**src/rtl/synth_cfg_pkg.sv**
```systemverilog
package synth_cfg_pkg;
    parameter int WORD_W = 20;
    parameter int R_W    = 15;
    parameter int A_W    = 7;
    parameter int B_W    = 11;
    parameter int M_W    = 16;
    parameter int SEL_W  = 2;
    localparam int CNT_W   = $clog2(WORD_W + 2);
    localparam int PLL_BIT = 15;
    localparam logic [M_W-1:0] M_ZERO_MASK = 16'h1E02;

    typedef enum logic [SEL_W-1:0] {
        SEL_REF  = 2'b00,
        SEL_MODE = 2'b01,
        SEL_AB   = 2'b10,
        SEL_NONE = 2'b11
    } sel_e;

    typedef enum logic [1:0] {
        PS_DOWN = 2'b00,
        PS_IDLE = 2'b01,
        PS_TX   = 2'b10,
        PS_RX   = 2'b11
    } pwr_e;

    typedef struct packed {
        logic [B_W-1:0] b;
        logic [A_W-1:0] a;
    } ab_t;

    function automatic pwr_e pwr_decode(input logic pa, input logic pb);
        return pwr_e'({pa, pb});
    endfunction
endpackage

```
**src/rtl/scl_sync.sv**
```systemverilog
module scl_sync #(
    parameter int W = 3
) (
    input  logic         clk,
    input  logic         rst,
    input  logic [W-1:0] raw,
    output logic [W-1:0] lvl,
    output logic [W-1:0] rise,
    output logic [W-1:0] fall
);
    logic [W-1:0] s1, s2, s3;

    for (genvar i = 0; i < W; i++) begin : g_bit
        always_ff @(posedge clk) begin
            if (rst) begin
                s1[i] <= 1'b0;
                s2[i] <= 1'b0;
                s3[i] <= 1'b0;
            end else begin
                s1[i] <= raw[i];
                s2[i] <= s1[i];
                s3[i] <= s2[i];
            end
        end
        assign rise[i] = s2[i] & ~s3[i];
        assign fall[i] = ~s2[i] & s3[i];
    end

    assign lvl = s2;
endmodule

```
**src/rtl/scl_shift.sv**
```systemverilog
module scl_shift
    import synth_cfg_pkg::*;
(
    input  logic              clk,
    input  logic              rst,
    input  logic              shift_en,
    input  logic              din,
    input  logic              clear,
    output logic [WORD_W-1:0] word,
    output logic [CNT_W-1:0]  cnt
);
    localparam logic [CNT_W-1:0] CNT_SAT = CNT_W'(WORD_W + 1);

    always_ff @(posedge clk) begin
        if (rst) begin
            word <= '0;
            cnt  <= '0;
        end else begin
            if (shift_en)
                word <= {word[WORD_W-2:0], din};
            if (clear)
                cnt <= '0;
            else if (shift_en && cnt != CNT_SAT)
                cnt <= cnt + 1'b1;
        end
    end
endmodule

```
**src/rtl/scl_regs.sv**
```systemverilog
module scl_regs
    import synth_cfg_pkg::*;
(
    input  logic              clk,
    input  logic              rst,
    input  logic              commit,
    input  logic              word_ok,
    input  logic [WORD_W-1:0] word,
    output logic [R_W-1:0]    ref_q,
    output ab_t               ab_q,
    output logic [M_W-1:0]    mode_q,
    output logic              wr_ref,
    output logic              wr_ab,
    output logic              wr_mode
);
    sel_e sel;
    logic go;

    assign sel     = sel_e'(word[SEL_W-1:0]);
    assign go      = commit & word_ok;
    assign wr_ref  = go && sel == SEL_REF;
    assign wr_ab   = go && sel == SEL_AB;
    assign wr_mode = go && sel == SEL_MODE;

    always_ff @(posedge clk) begin
        if (rst) begin
            ref_q  <= '0;
            ab_q   <= '0;
            mode_q <= '0;
        end else begin
            if (wr_ref)
                ref_q <= word[SEL_W +: R_W];
            if (wr_ab)
                ab_q <= ab_t'(word[WORD_W-1:SEL_W]);
            if (wr_mode)
                mode_q <= word[SEL_W +: M_W] & ~M_ZERO_MASK;
        end
    end
endmodule

```
**src/rtl/synth_cfg_loader.sv**
```systemverilog
module synth_cfg_loader
    import synth_cfg_pkg::*;
(
    input  logic           clk,
    input  logic           rst,
    input  logic           ser_clk,
    input  logic           ser_data,
    input  logic           ser_le,
    input  logic           pe_a,
    input  logic           pe_b,
    output logic [R_W-1:0] ref_div,
    output logic [A_W-1:0] a_div,
    output logic [B_W-1:0] b_div,
    output logic [M_W-1:0] mode_word,
    output logic           synth_en,
    output logic           lo_en_a,
    output logic           lo_en_b,
    output logic [1:0]     pwr_state
);
    localparam int IDX_CLK = 0;
    localparam int IDX_DAT = 1;
    localparam int IDX_LE  = 2;

    logic [2:0]        lvl, rise, fall;
    logic              shift_en, commit, word_ok;
    logic              wr_ref, wr_ab, wr_mode;
    logic [WORD_W-1:0] word;
    logic [CNT_W-1:0]  bit_cnt;
    ab_t               ab_q;

    scl_sync #(.W(3)) u_sync (
        .clk  (clk),
        .rst  (rst),
        .raw  ({ser_le, ser_data, ser_clk}),
        .lvl  (lvl),
        .rise (rise),
        .fall (fall)
    );

    assign shift_en = rise[IDX_CLK] & ~lvl[IDX_LE];
    assign commit   = rise[IDX_LE];
    assign word_ok  = bit_cnt == CNT_W'(WORD_W);

    scl_shift u_shift (
        .clk      (clk),
        .rst      (rst),
        .shift_en (shift_en),
        .din      (lvl[IDX_DAT]),
        .clear    (commit | fall[IDX_LE]),
        .word     (word),
        .cnt      (bit_cnt)
    );

    scl_regs u_regs (
        .clk     (clk),
        .rst     (rst),
        .commit  (commit),
        .word_ok (word_ok),
        .word    (word),
        .ref_q   (ref_div),
        .ab_q    (ab_q),
        .mode_q  (mode_word),
        .wr_ref  (wr_ref),
        .wr_ab   (wr_ab),
        .wr_mode (wr_mode)
    );

    assign a_div     = ab_q.a;
    assign b_div     = ab_q.b;
    assign lo_en_a   = pe_a;
    assign lo_en_b   = pe_b;
    assign pwr_state = pwr_decode(pe_a, pe_b);
    assign synth_en  = mode_word[PLL_BIT] & (pe_a | pe_b);
endmodule

```
**config.mk**
```make
export PLATFORM = sky130hd
export DESIGN_NAME = synth_cfg_loader
export DESIGN_NICKNAME = d
export VERILOG_FILES = /design/src/rtl/synth_cfg_pkg.sv /design/src/rtl/scl_sync.sv /design/src/rtl/scl_shift.sv /design/src/rtl/scl_regs.sv /design/src/rtl/synth_cfg_loader.sv
export SDC_FILE = /design/constraint.sdc
export NUM_CORES = 1
export LEC_CHECK = 0
export ABC_CLOCK_PERIOD_IN_PS = 1850
export CAP_MARGIN = 20
export CORE_MARGIN = 3
export CORE_UTILIZATION = 60
export DETAILED_ROUTE_END_ITERATION = 10
export DONT_BUFFER_PORTS = 1
export PLACE_DENSITY = 0.74
export SETUP_SLACK_MARGIN = 0.1
export SYNTH_ARGS = -nofsm -noshare
export SYNTH_HDL_FRONTEND = slang
export SYNTH_SLANG_ARGS = --single-unit
```
**constraint.sdc**
```tcl
create_clock -name clk -period 1.85 [get_ports clk]
set_input_delay 0.0925 -clock clk [delete_from_list [all_inputs] [get_ports clk]]
set_output_delay 0.0925 -clock clk [all_outputs]
set_load 0.03 [all_outputs]
```
# Yosys cells after proc, flatten, opt, wreduce, memory -nomap -nowiden
# Cells that the tools add are included.
[totals]
ff_bits = 77
ramBits = 0
rom_bits = 0
word_cells = 36
output_inout_bits = 54
latchBits = 0
n_memories = 0
[op_classes]
n_div = 0
multipliers = 0
n_mux = 0
n_reduce_logical = 6
n_addsub = 1
eq_ne = 4
shifts = 0
magnitude_cmp = 0
bitwise_logic = 11
[op_table]
columns = ["op", "count"]
rows = [
  ["$and A1 B1 Y1", 6],
  ["$add A5 B1 Y5 const B", 1],
  ["$eq A5 B5 Y1 const B", 1],
  ["$ne A5 B5 Y1 const B", 1],
  ["$logic_and A1 B1 Y1", 4],
  ["$not A1 Y1", 3],
  ["$eq A2 B1 Y1 const B", 1],
  ["$eq A2 B2 Y1 const B", 1],
  ["$logic_not A2 Y1", 1],
  ["$or A1 B1 Y1", 2],
  ["$reduce_or A2 Y1", 1],
]

# Logic depth before layout (Yosys ltp)
# Gate-level depths: netlist of the first run.
[logic_depth]
ltp_word = 4
ltp_mapped = 6

# Modules after synthesis
# A second synthesis of the first run with hierarchy kept.
[hier_totals]
hier_cells = 295
area_unflattened_um2 = 3160.5
[by_module_without_submodules]
columns = ["module", "seq_area_each_um2", "cells_per_inst", "area_each_um2", "n_inst"]
rows = [
  ["scl_regs", 880.8, 172, 1855.5, 1],
  ["scl_shift", 500.5, 90, 964.7, 1],
  ["scl_sync", 180.2, 24, 274.0, 1],
  ["synth_cfg_loader", 0.0, 9, 66.3, 1],
]

# Worst setup path after synthesis of the first run
# No wires, ideal clock.
[synth_timing]
path_type = "flip-flop to flip-flop"
startpoint = "register u_shift.cnt[0]"
endpoint = "register, netlist name u_regs.ab_q[0]"
arrival_ps = 1473
path_slack_ps = 306
path_stages_with_launch = 7
t_required_ps = 1778
period_less_slack_ps = 1544
setup_ps = 72
path_cell_list = "dfxtp_1 -> inv_1 -> ha_1 -> and4b_1 -> nand2_1 -> buf_2 -> mux2i_1"
[synth_between]
elab_chain_cells = 3
[synth_rtl]
columns = ["item", "line_no", "source"]
rows = [
  ["from (decl)", "scl_shift.sv:10", "output logic [CNT_W-1:0] cnt"],
  ["from (signal assigned)", "scl_shift.sv:24", "cnt <= cnt + 1'b1;"],
  ["$eq A5 B5 Y1", "synth_cfg_loader.sv:42", "assign word_ok = bit_cnt == CNT_W'(WORD_W);"],
  ["$and A1 B1 Y1", "scl_regs.sv:20", "assign go = commit & word_ok;"],
  ["$logic_and A1 B1 Y1", "scl_regs.sv:22", "assign wr_ab = go && sel == SEL_AB;"],
]
# Every way passes these cells.
# A chain may end at the register's enable or synchronous reset.

# Worst setup path after layout of the first run
[layout_timing]
startpoint = "register u_shift.cnt[0]"
endpoint = "register u_regs.ref_q[8]"
[layout_between]
elab_chain_cells = 3
[layout_rtl]
columns = ["item", "line_no", "source"]
rows = [
  ["$eq A5 B5 Y1", "synth_cfg_loader.sv:42", ""],
  ["$and A1 B1 Y1", "scl_regs.sv:20", ""],
  ["$logic_and A1 B1 Y1", "scl_regs.sv:21", "assign wr_ref = go && sel == SEL_REF;"],
  ["to (signal assigned)", "scl_regs.sv:32", "ref_q <= word[SEL_W +: R_W];"],
  ["to (decl)", "scl_regs.sv:9", "output logic [R_W-1:0] ref_q,"],
]
# Every way passes these cells.

==> results of run 1 <==
==> where the power goes <==
part	leakage [nW]	total [mW]	internal, mW	switching (mW)
sequential	0.621	1.67	1.66	0.00434
clock	0.0931	1.25	0.632	0.616
combinational	0.574	0.102	0.0433	0.0583
==> cells in the mapped netlist, types with 2 or more instances <==
library cell  number  area share, %
clkbuf_1          16            1.9
o21ai_0            3           0.48
a21oi_1           24            3.8
nand3_1            3           0.48
nand2_1           43            5.2
inv_1              3           0.36
or4_1              2           0.48
buf_4             10            2.4
mux2i_1           45             14
and4b_1            2           0.64
ha_1               4            1.6
nor2b_1            9            1.8
nand2b_1          64             13
dfxtp_1           77             49
==> layer usage <==
| layer | routed length, um | share of wire [%] |
|---|---|---|
| met1 | 2460 | 44 |
| met2 | 2660 | 48 |
| met3 | 282 | 5.1 |
| met4 | 136 | 2.5 |
| met5 | 0 | 0 |
==> repair_timing <==
item                                   in CTS  in global routing
endpoints found under the hold margin      74                  0
hold buffers                                5                  0
buffers inserted                            0                  0
resized for setup                           0                  0
==> sequential cells by signal, indices dropped and copies added (netlist names) <==
signal,flops
u_shift.cnt,5
u_shift.word,20
u_sync.s3,2
u_regs.ref_q,15
u_sync.lvl,3
u_sync.s1,3
u_regs.mode_q,11
u_regs.ab_q,18
==> cell usage in the layout (no fill, tap or decap), types with 2 or more instances in the layout <==
cell           count
buf_4              7
mux2i_1           45
and4b_1            2
dfxtp_1           77
dlygate4sd3_1      4
a21oi_1           24
nand3_1            3
clkinvlp_4         2
nand2b_1          64
nand2_1           43
nor2b_1            9
inv_1              3
clkbuf_8           9
or4_1              2
ha_1               4
conb_1             5
o21ai_0            3
clkinv_4           2
==> area by class of cell <==
class / count / area, um^2
sequential: 77 / 1540
multi-input combinational: 216 / 1440
clock inverter: 6 / 71.3
timing repair buffer: 12 / 120
tap: 67 / 83.8
inverter: 3 / 11.3
fill: 390 / 1480
clock buffer: 10 / 128
==> path summary, 6_finish.rpt <==
kind | endpoint | cells past startpoint
min | u_regs.ref_q[4]$_SDFFE_PP0P_ | 2
max reg2reg | u_regs.ref_q[8]$_SDFFE_PP0P_ | 6
min reg2reg | u_sync.lvl[0]$_SDFF_PP0_ | 1
max | u_regs.ref_q[8]$_SDFFE_PP0P_ | 6
==> critical path, cell delays in order (launching register included) <==
cell and delay (ps):
dfxtp_1 350, inv_1 90, ha_1 160, nand2_1 120
or4_1 410, buf_4 210, mux2i_1 130
==> metrics by stage <==
stage | hold WS (ps) | util, % | area, um^2 | setup slack, ps | power [mW]
global route | 24.5 | 69.6 | 3400 | 174 | 3.12
finish | 8.92 | 69.6 | 3400 | 282 | 3.02
global placement | 169 | 64.2 | 3130 | 324 | 1.77
CTS | 4.17 | 69.6 | 3400 | 271 | 3.05
floorplan | 221 | - | 3140 | 306 | 1.81
detailed placement | 171 | 64.2 | 3130 | 271 | 1.77
==> cells by family after synthesis <==
group	share of synthesized area (%)
adders and majority gates	1.60
and+or+nand+nor	24.7
DFF	49.4
AOI/OAI and AO/OA	4.57
muxes	14.4
other	0.120
buffers and inverters	5.21
==> metrics.md, run 1 <==
| Metric | Value |
|---|---|
| DIE HEIGHT | 78.1 um |
| GPL Wtd Cong | about 0.72 |
| Pwr/cell area | between 800 and 900 mW/mm^2 |
| Fin cells | 391 |
| R2R setup slack | 280 ps |
| Busiest layer in global routing | met2 |
| CP Launch Point | u_shift.cnt[0]$_SDFFE_PP0P_ |
| Top FF cell, synth | dfxtp_1 |
| TritonCTS Buffers | 9 |
| DP Wirelength | approximately 3.4 mm |
| Seq/Total Area, Yosys | between 40% and 50% |
| Leak | between 1 and 1.5 nW |
| Routed WL | 5.53 mm |
| FF+latch count, synth | 77 |
| I/O Buffers | 0 |
| Site Rows | 25 |
| Crit start category | flip-flop |
| Crit Path Max Fanout | 10 |
| Hold Crit Class | primary input to flip-flop |
| Fmax achieved | between 600 and 700 MHz |
| Worst setup EP type | flip-flop |
| Total core area | just under 0.005 mm^2 |
| Largest net degree at the start of global routing | 86 |
| DR vias | ~2,000 |
| H-Tree Depth | 3 |
| Root Driver | clkbuf_8 |
| Synthesized netlist cell count | 320 |
| Status | completed |
| Tmin final | about 1600 ps |
| Antenna violations before repair | 0 |
| RSZ-0062 raised after global routing | false |
| YS warnings | 0 |
| Initial DRT Pass Iterations | 4 |
| Area Overhead vs Synth | 8.81% |
| Iteration-0 DRC Markers | just over 90 |
| Fraction of registers with async set/reset | 0% |
| Crit path required time | 2080 ps |
| Slew Viols, Final | 0 |
| Placed insts | 370 |
| Detail Route Antenna Nets | 0 |
| Number of synthesized flops with an enable pin | 0 |
| Via density | approximately 5.2 |
| CTS tree | yes |
| First-pass GRT wire length | 9.36 mm |
| Grt total ovfl | 0 |
| # setup viols final | 0 |
| Total GRT Usage | about a fifth |
| Die width | approximately 78 um |
| Max cap viols | 0 |
| Syn avg cell area | around 10 um^2 |
| Nets | 330 |
| Worst skew pair latency | approximately 350 ps |
| Max clock buf depth | 2 |
| Clk_skew | between 10 and 15 ps |
| Number of library cell types mapped by synthesis | 29 |
| Setup CP Type | flip-flop to flip-flop |
| Worst VDD drop | about 520 uV |
| Total I/O pin count | 61 |
| Vias in the first global route | 1,921 |
| R2R Path Start | u_shift.cnt[0]$_SDFFE_PP0P_ |
| Clk sink count | between 70 and 80 |
| Post-DR wirelength/cell | 14.2 um |
| CP arrival | around 1800 ps |
| Reg clk slew, reported paths | about 70 ps |
| Post-route DRC | 0 |
| Met3 Use GR | under 10% |
| Part of the cycle the worst path needs | a little over four fifths |
| Final Hold Violating Endpoints | 0 |
| Fraction of layout cells with a size suffix above 1 | 8.33% |
| Netlist Area Pre-Place | ~0.0031 mm^2 |
| GRT met1 Usage | between 20% and 30% |
| GR Util met2 | 32.0% |
| Die area | slightly above 0.006 mm^2 |
| # diodes | 0 |
| Initial core utilization | 64.0% |
| Setup TNS | 0 ps |
| Hold_sp | rst |
Note: power is estimated with default switching activity, not from simulation.
==> run 2: changes to the inputs <==
--- a/config.mk
+++ b/config.mk
@@ -5,13 +5,14 @@
 export SDC_FILE = /design/constraint.sdc
 export NUM_CORES = 1
 export LEC_CHECK = 0
-export ABC_CLOCK_PERIOD_IN_PS = 1850
+export ABC_AREA = 1
+export ABC_CLOCK_PERIOD_IN_PS = 1400
 export CAP_MARGIN = 20
 export CORE_MARGIN = 3
-export CORE_UTILIZATION = 60
+export CORE_UTILIZATION = 56
 export DETAILED_ROUTE_END_ITERATION = 10
 export DONT_BUFFER_PORTS = 1
-export PLACE_DENSITY = 0.74
+export PLACE_DENSITY = 0.72
 export SETUP_SLACK_MARGIN = 0.1
 export SYNTH_ARGS = -nofsm -noshare
 export SYNTH_HDL_FRONTEND = slang
==> constraint.sdc (replaced) <==
create_clock -name clk -period 1.4 [get_ports clk]
set_input_delay 0.07 -clock clk [delete_from_list [all_inputs] [get_ports clk]]
set_output_delay 0.07 -clock clk [all_outputs]
set_load 0.03 [all_outputs]
==> run 2 against run 1 <==
Against the previous run:
- the run now ends with negative hold slack, negative setup slack left
- first-iteration DRC count grew to 3.3 times the previous value
- area after synthesis is 3.3% lower
- final cell count is 19% higher
- global-route usage is 4.8 points higher
- highest routed layer unchanged
- critical path type unchanged
- largest cell class is now multi-input combinational cells
- sequential share of layout area is 6.0 points lower
==> metrics.md, run 2 <==
| Metric | Value |
|---|---|
| Worst skew pair latency | 350 ps (about the same) |
| Combinational family with the most area after synthesis | simple AND/OR/NAND/NOR gates |
| Detail Route Antenna Nets | 0 (unchanged) |
| Die area | 0.00631 mm^2 (+3.3%) |
| Nets | 404 (+22%) |
| Largest register FFs | 20 (unchanged) |
| Clock power share | 39.0% (-2.3 points) |
| CTS tree | yes |
| Post-route DRC | 0 (unchanged) |
| Total power | 4.10 mW (+36%) |
| Ranking of synthesized cells by area | dfxtp_1, a21oi_1, nand3_1, nand2_1, o21ai_0 |
| Initial DRT Pass Iterations | 4 (unchanged) |
| Worst setup EP type | flip-flop |
| Antenna violations before repair | 0 (unchanged) |
| Fmax achieved | 707 MHz (+11%) |
| CP arrival | 1700 ps (-100 ps) |
| Root Driver | clkbuf_8 |
| Placed insts | 430 (+16%) |
| Flop pwr share | 55.6% (+0.3 points) |
| DIE HEIGHT | 79.4 um (+1.7%) |
| Routed WL | 7.94 mm (+44%) |
| Via density | 5.64 (+9.5%) |
| Final Hold Violating Endpoints | 45 (+45) |
| Post-DP Area | 0.00306 mm^2 (-2.3%) |
| Status | finished with violations |
| First-pass GRT wire length | 11.7 mm (+25%) |
| Crit path required time | 1690 ps (-390 ps) |
| Count leader, synth | dfxtp_1 |
| Hold_ws | -228 ps (-236 ps) |
| Hold_sp | rst |
| FF+latch count, synth | 77 (unchanged) |
| Reg2reg end | u_regs.ab_q[0]$_SDFFE_PP0P_ |
| Grt total ovfl | 0 (unchanged) |
| Vias in the first global route | 2,444 (+27%) |
| Initial core utilization | 58.4% (-5.6 points) |
| Fraction of layout cells with a size suffix above 1 | 34.5% (+26 points) |
| Sw frac | 24.1% (+1.7 points) |
| I/O Buffers | 0 (unchanged) |
| Setup CP Type | flip-flop to flip-flop |
| Top FF cell, synth | dfxtp_1 |
| Site Rows | 26 (+4.0%) |
| Xor/xnor share of the synthesized area | 0% (unchanged) |
| Post-Synth Adder-Cell Area | 1.66% (+0.054 points) |
| Part of the cycle the worst path needs | 101% (+16 points) |
| GPL Wtd Cong | 0.804 (+11%) |
| Failing checks | negative hold slack, negative setup slack |
| Area Overhead vs Synth | 30.0% |
| Crit Path Max Fanout | 7 (-3) |
| Synth Area in Simple Gates | 20.9% (-3.8 points) |
| Fin cells | 467 (+19%) |
| Post-DR wirelength/cell | 17.0 um (+20%) |
| Setup TNS | -38.8 ps (-38.8 ps) |
| Reg clk slew, reported paths | 70 ps (about the same) |
| TritonCTS Buffers | 9 (unchanged) |
| Number of library cell types mapped by synthesis | 23 (-21%) |
| Clk_skew | 11.2 ps (-2.70 ps) |
| Seq/Total Area, Yosys | 51.0% (+1.7 points) |
| Max cap viols | 0 (unchanged) |
| Total I/O pin count | 61 (unchanged) |
| Mux cell area share after synthesis | 0% (-14 points) |
| RSZ-0062 raised after global routing | true |
| Final worst slack | -13.8 ps (-296 ps) |
| CTS Hold Bufs | 8 (+3) |
| Crit start category | flip-flop |
| Fillcell total | 350 (-10%) |
| Hold endpoint | u_regs.ab_q[10]$_SDFFE_PP0P_ |
| Iteration-0 DRC Markers | 300 (+230%) |
| Synth top cells by count | dfxtp_1, a21oi_1, nand2_1 |
| H-Tree Depth | 3 (unchanged) |
| DP Wirelength | 4.35 mm (+27%) |
| Slew Viols, Final | 0 (unchanged) |
| Hold Path Depth | 1 (-1) |
| Total GRT Usage | 24.7% (+4.8 points) |
| Total core area | 0.00517 mm^2 (+6.0%) |
| YS warnings | 0 (unchanged) |
| Post-synth top area cell | dfxtp_1 |
| Most frequent cells in the layout | dfxtp_1, nand2_1, a21oi_1 |
| Tmin final | 1410 ps (-154 ps) |
| Pwr/cell area | 1040 mW/mm^2 (+18%) |
| Top reg by flops | u_shift.word |
| R2R setup slack | -10 ps (-300 ps) |
| Post-layout instance area | 0.00393 mm^2 (+16%) |
| Fraction of registers with async set/reset | 0% (unchanged) |
| Compound-Gate Fraction of Synth Area | 14.8% (+10 points) |
| DR vias | 2,636 (+31%) |
| Pint | 3.11 mW (+33%) |
| Synth top area share | 51.0% (+1.7 points) |
| Largest net degree at the start of global routing | 55 (-36%) |
| Largest regs | u_shift.word (20), u_regs.ab_q (18), u_regs.ref_q (15) |
| Netlist Area Pre-Place | 0.00302 mm^2 (-3.3%) |
| # diodes | 0 (unchanged) |
| Hold Crit Class | primary input to flip-flop |
| R2R cell count | 9 (+3) |
| Worst VDD drop | 622 uV (+20%) |
| Util after Layout | 75.9% (+6.2 points) |
| Max clock buf depth | 2 (unchanged) |
| # setup viols final | 5 (+5) |
| Leak | 1.32 nW (+2.6%) |
| Post-place setup slack | 0.846 ps (-270 ps) |
| Combinational power share | 5.4% (+2.0 points) |
| Die width | 79.4 um (+1.7%) |
| Commonest non-fill, non-tap cell in the layout | dfxtp_1 |
| Sw power | 0.990 mW (+46%) |
| R2R Path Start | u_shift.cnt[0]$_SDFFE_PP0P_ |
| Number of synthesized flops with an enable pin | 0 (unchanged) |
| Clk sink count | 77 (unchanged) |
| Synthesized netlist cell count | 371 (+16%) |
| Syn avg cell area | 8.14 um^2 (-17%) |
[run 2: cells by family after synthesis]
logic type | Yosys count
AND/OR/NAND/NOR | 138
AO/OA/AOI/OAI | 89
flip-flops | 77
buffers and inverters | 62
adder cells (fa/ha/maj) | 4
other | 1
[run 2: final cells by class]
type | count | area (um^2) | area share, %
clock buffers | 10 | 128 | 3.25
clock inverters | 5 | 52.6 | 1.34
inverters | 29 | 109 | 2.77
multi-input cells | 239 | 1580 | 40.1
flip-flops and latches | 77 | 1550 | 39.4
well taps | 70 | 87.6 | 2.23
repair buffers | 37 | 428 | 10.9
[run 2: what timing repair did]
| item | in CTS | in global routing |
|---|---|---|
| gates resized for setup | 50 | 49 |
| pin swaps | 30 | 17 |
| setup endpoints to repair | 46 | 52 |
| buffers inserted | 7 | 2 |
| endpoints found under the hold margin | 53 | 45 |
| cloned | 4 | 2 |
[run 2: worst max-delay path, cell delays in order, from the launching register on]
cell	delay (ps)
dfxtp_2	320
inv_2	70
ha_4	140
nand3_4	70
nor2_4	160
buf_12	140
buf_12	110
buf_16	120
nand3_2	70
a21oi_2	130
[run 2: how the worst max path moves through the flow]
| stage | start | end | slack [ps] | depth (start not counted) |
|---|---|---|---|---|
| 4_1_cts | u_shift.cnt[1]$_SDFFE_PP0P_ | u_regs.ref_q[2]$_SDFFE_PP0P_ | 50 | 9 |
| 3_5_place_dp | u_sync.lvl[2]$_SDFF_PP0_ | u_regs.ab_q[6]$_SDFFE_PP0P_ | 0.8 | 7 |
| 6_report | u_shift.cnt[0]$_SDFFE_PP0P_ | u_regs.ab_q[0]$_SDFFE_PP0P_ | -10 | 9 |
| 5_1_grt | u_shift.cnt[0]$_SDFFE_PP0P_ | u_regs.ab_q[0]$_SDFFE_PP0P_ | -70 | 9 |
| 3_3_place_gp | u_sync.lvl[2]$_SDFF_PP0_ | u_regs.ab_q[2]$_SDFFE_PP0P_ | 40 | 7 |
| 2_1_floorplan | u_shift.cnt[1]$_SDFFE_PP0P_ | u_regs.ab_q[0]$_SDFFE_PP0P_ | 60 | 9 |
[run 2: power by group through the flow]
stage               clock network [mW]  logic [mW]  registers, mW
floorplan                            0       0.172           2.31
global placement                     0       0.162           2.31
detailed placement                   0       0.168           2.32
CTS                               1.60       0.200           2.27
global route                      1.71       0.247           2.28
finish                            1.60       0.222           2.28
[run 2: per-layer routing]
metal	vias up	wire length (um)	track usage [%]
met4	0	329	13.6
met1	1259	3080	27.2
met3	27	443	5.30
met5	-	0	0
met2	97	4090	43.7
li1	1253	-	-
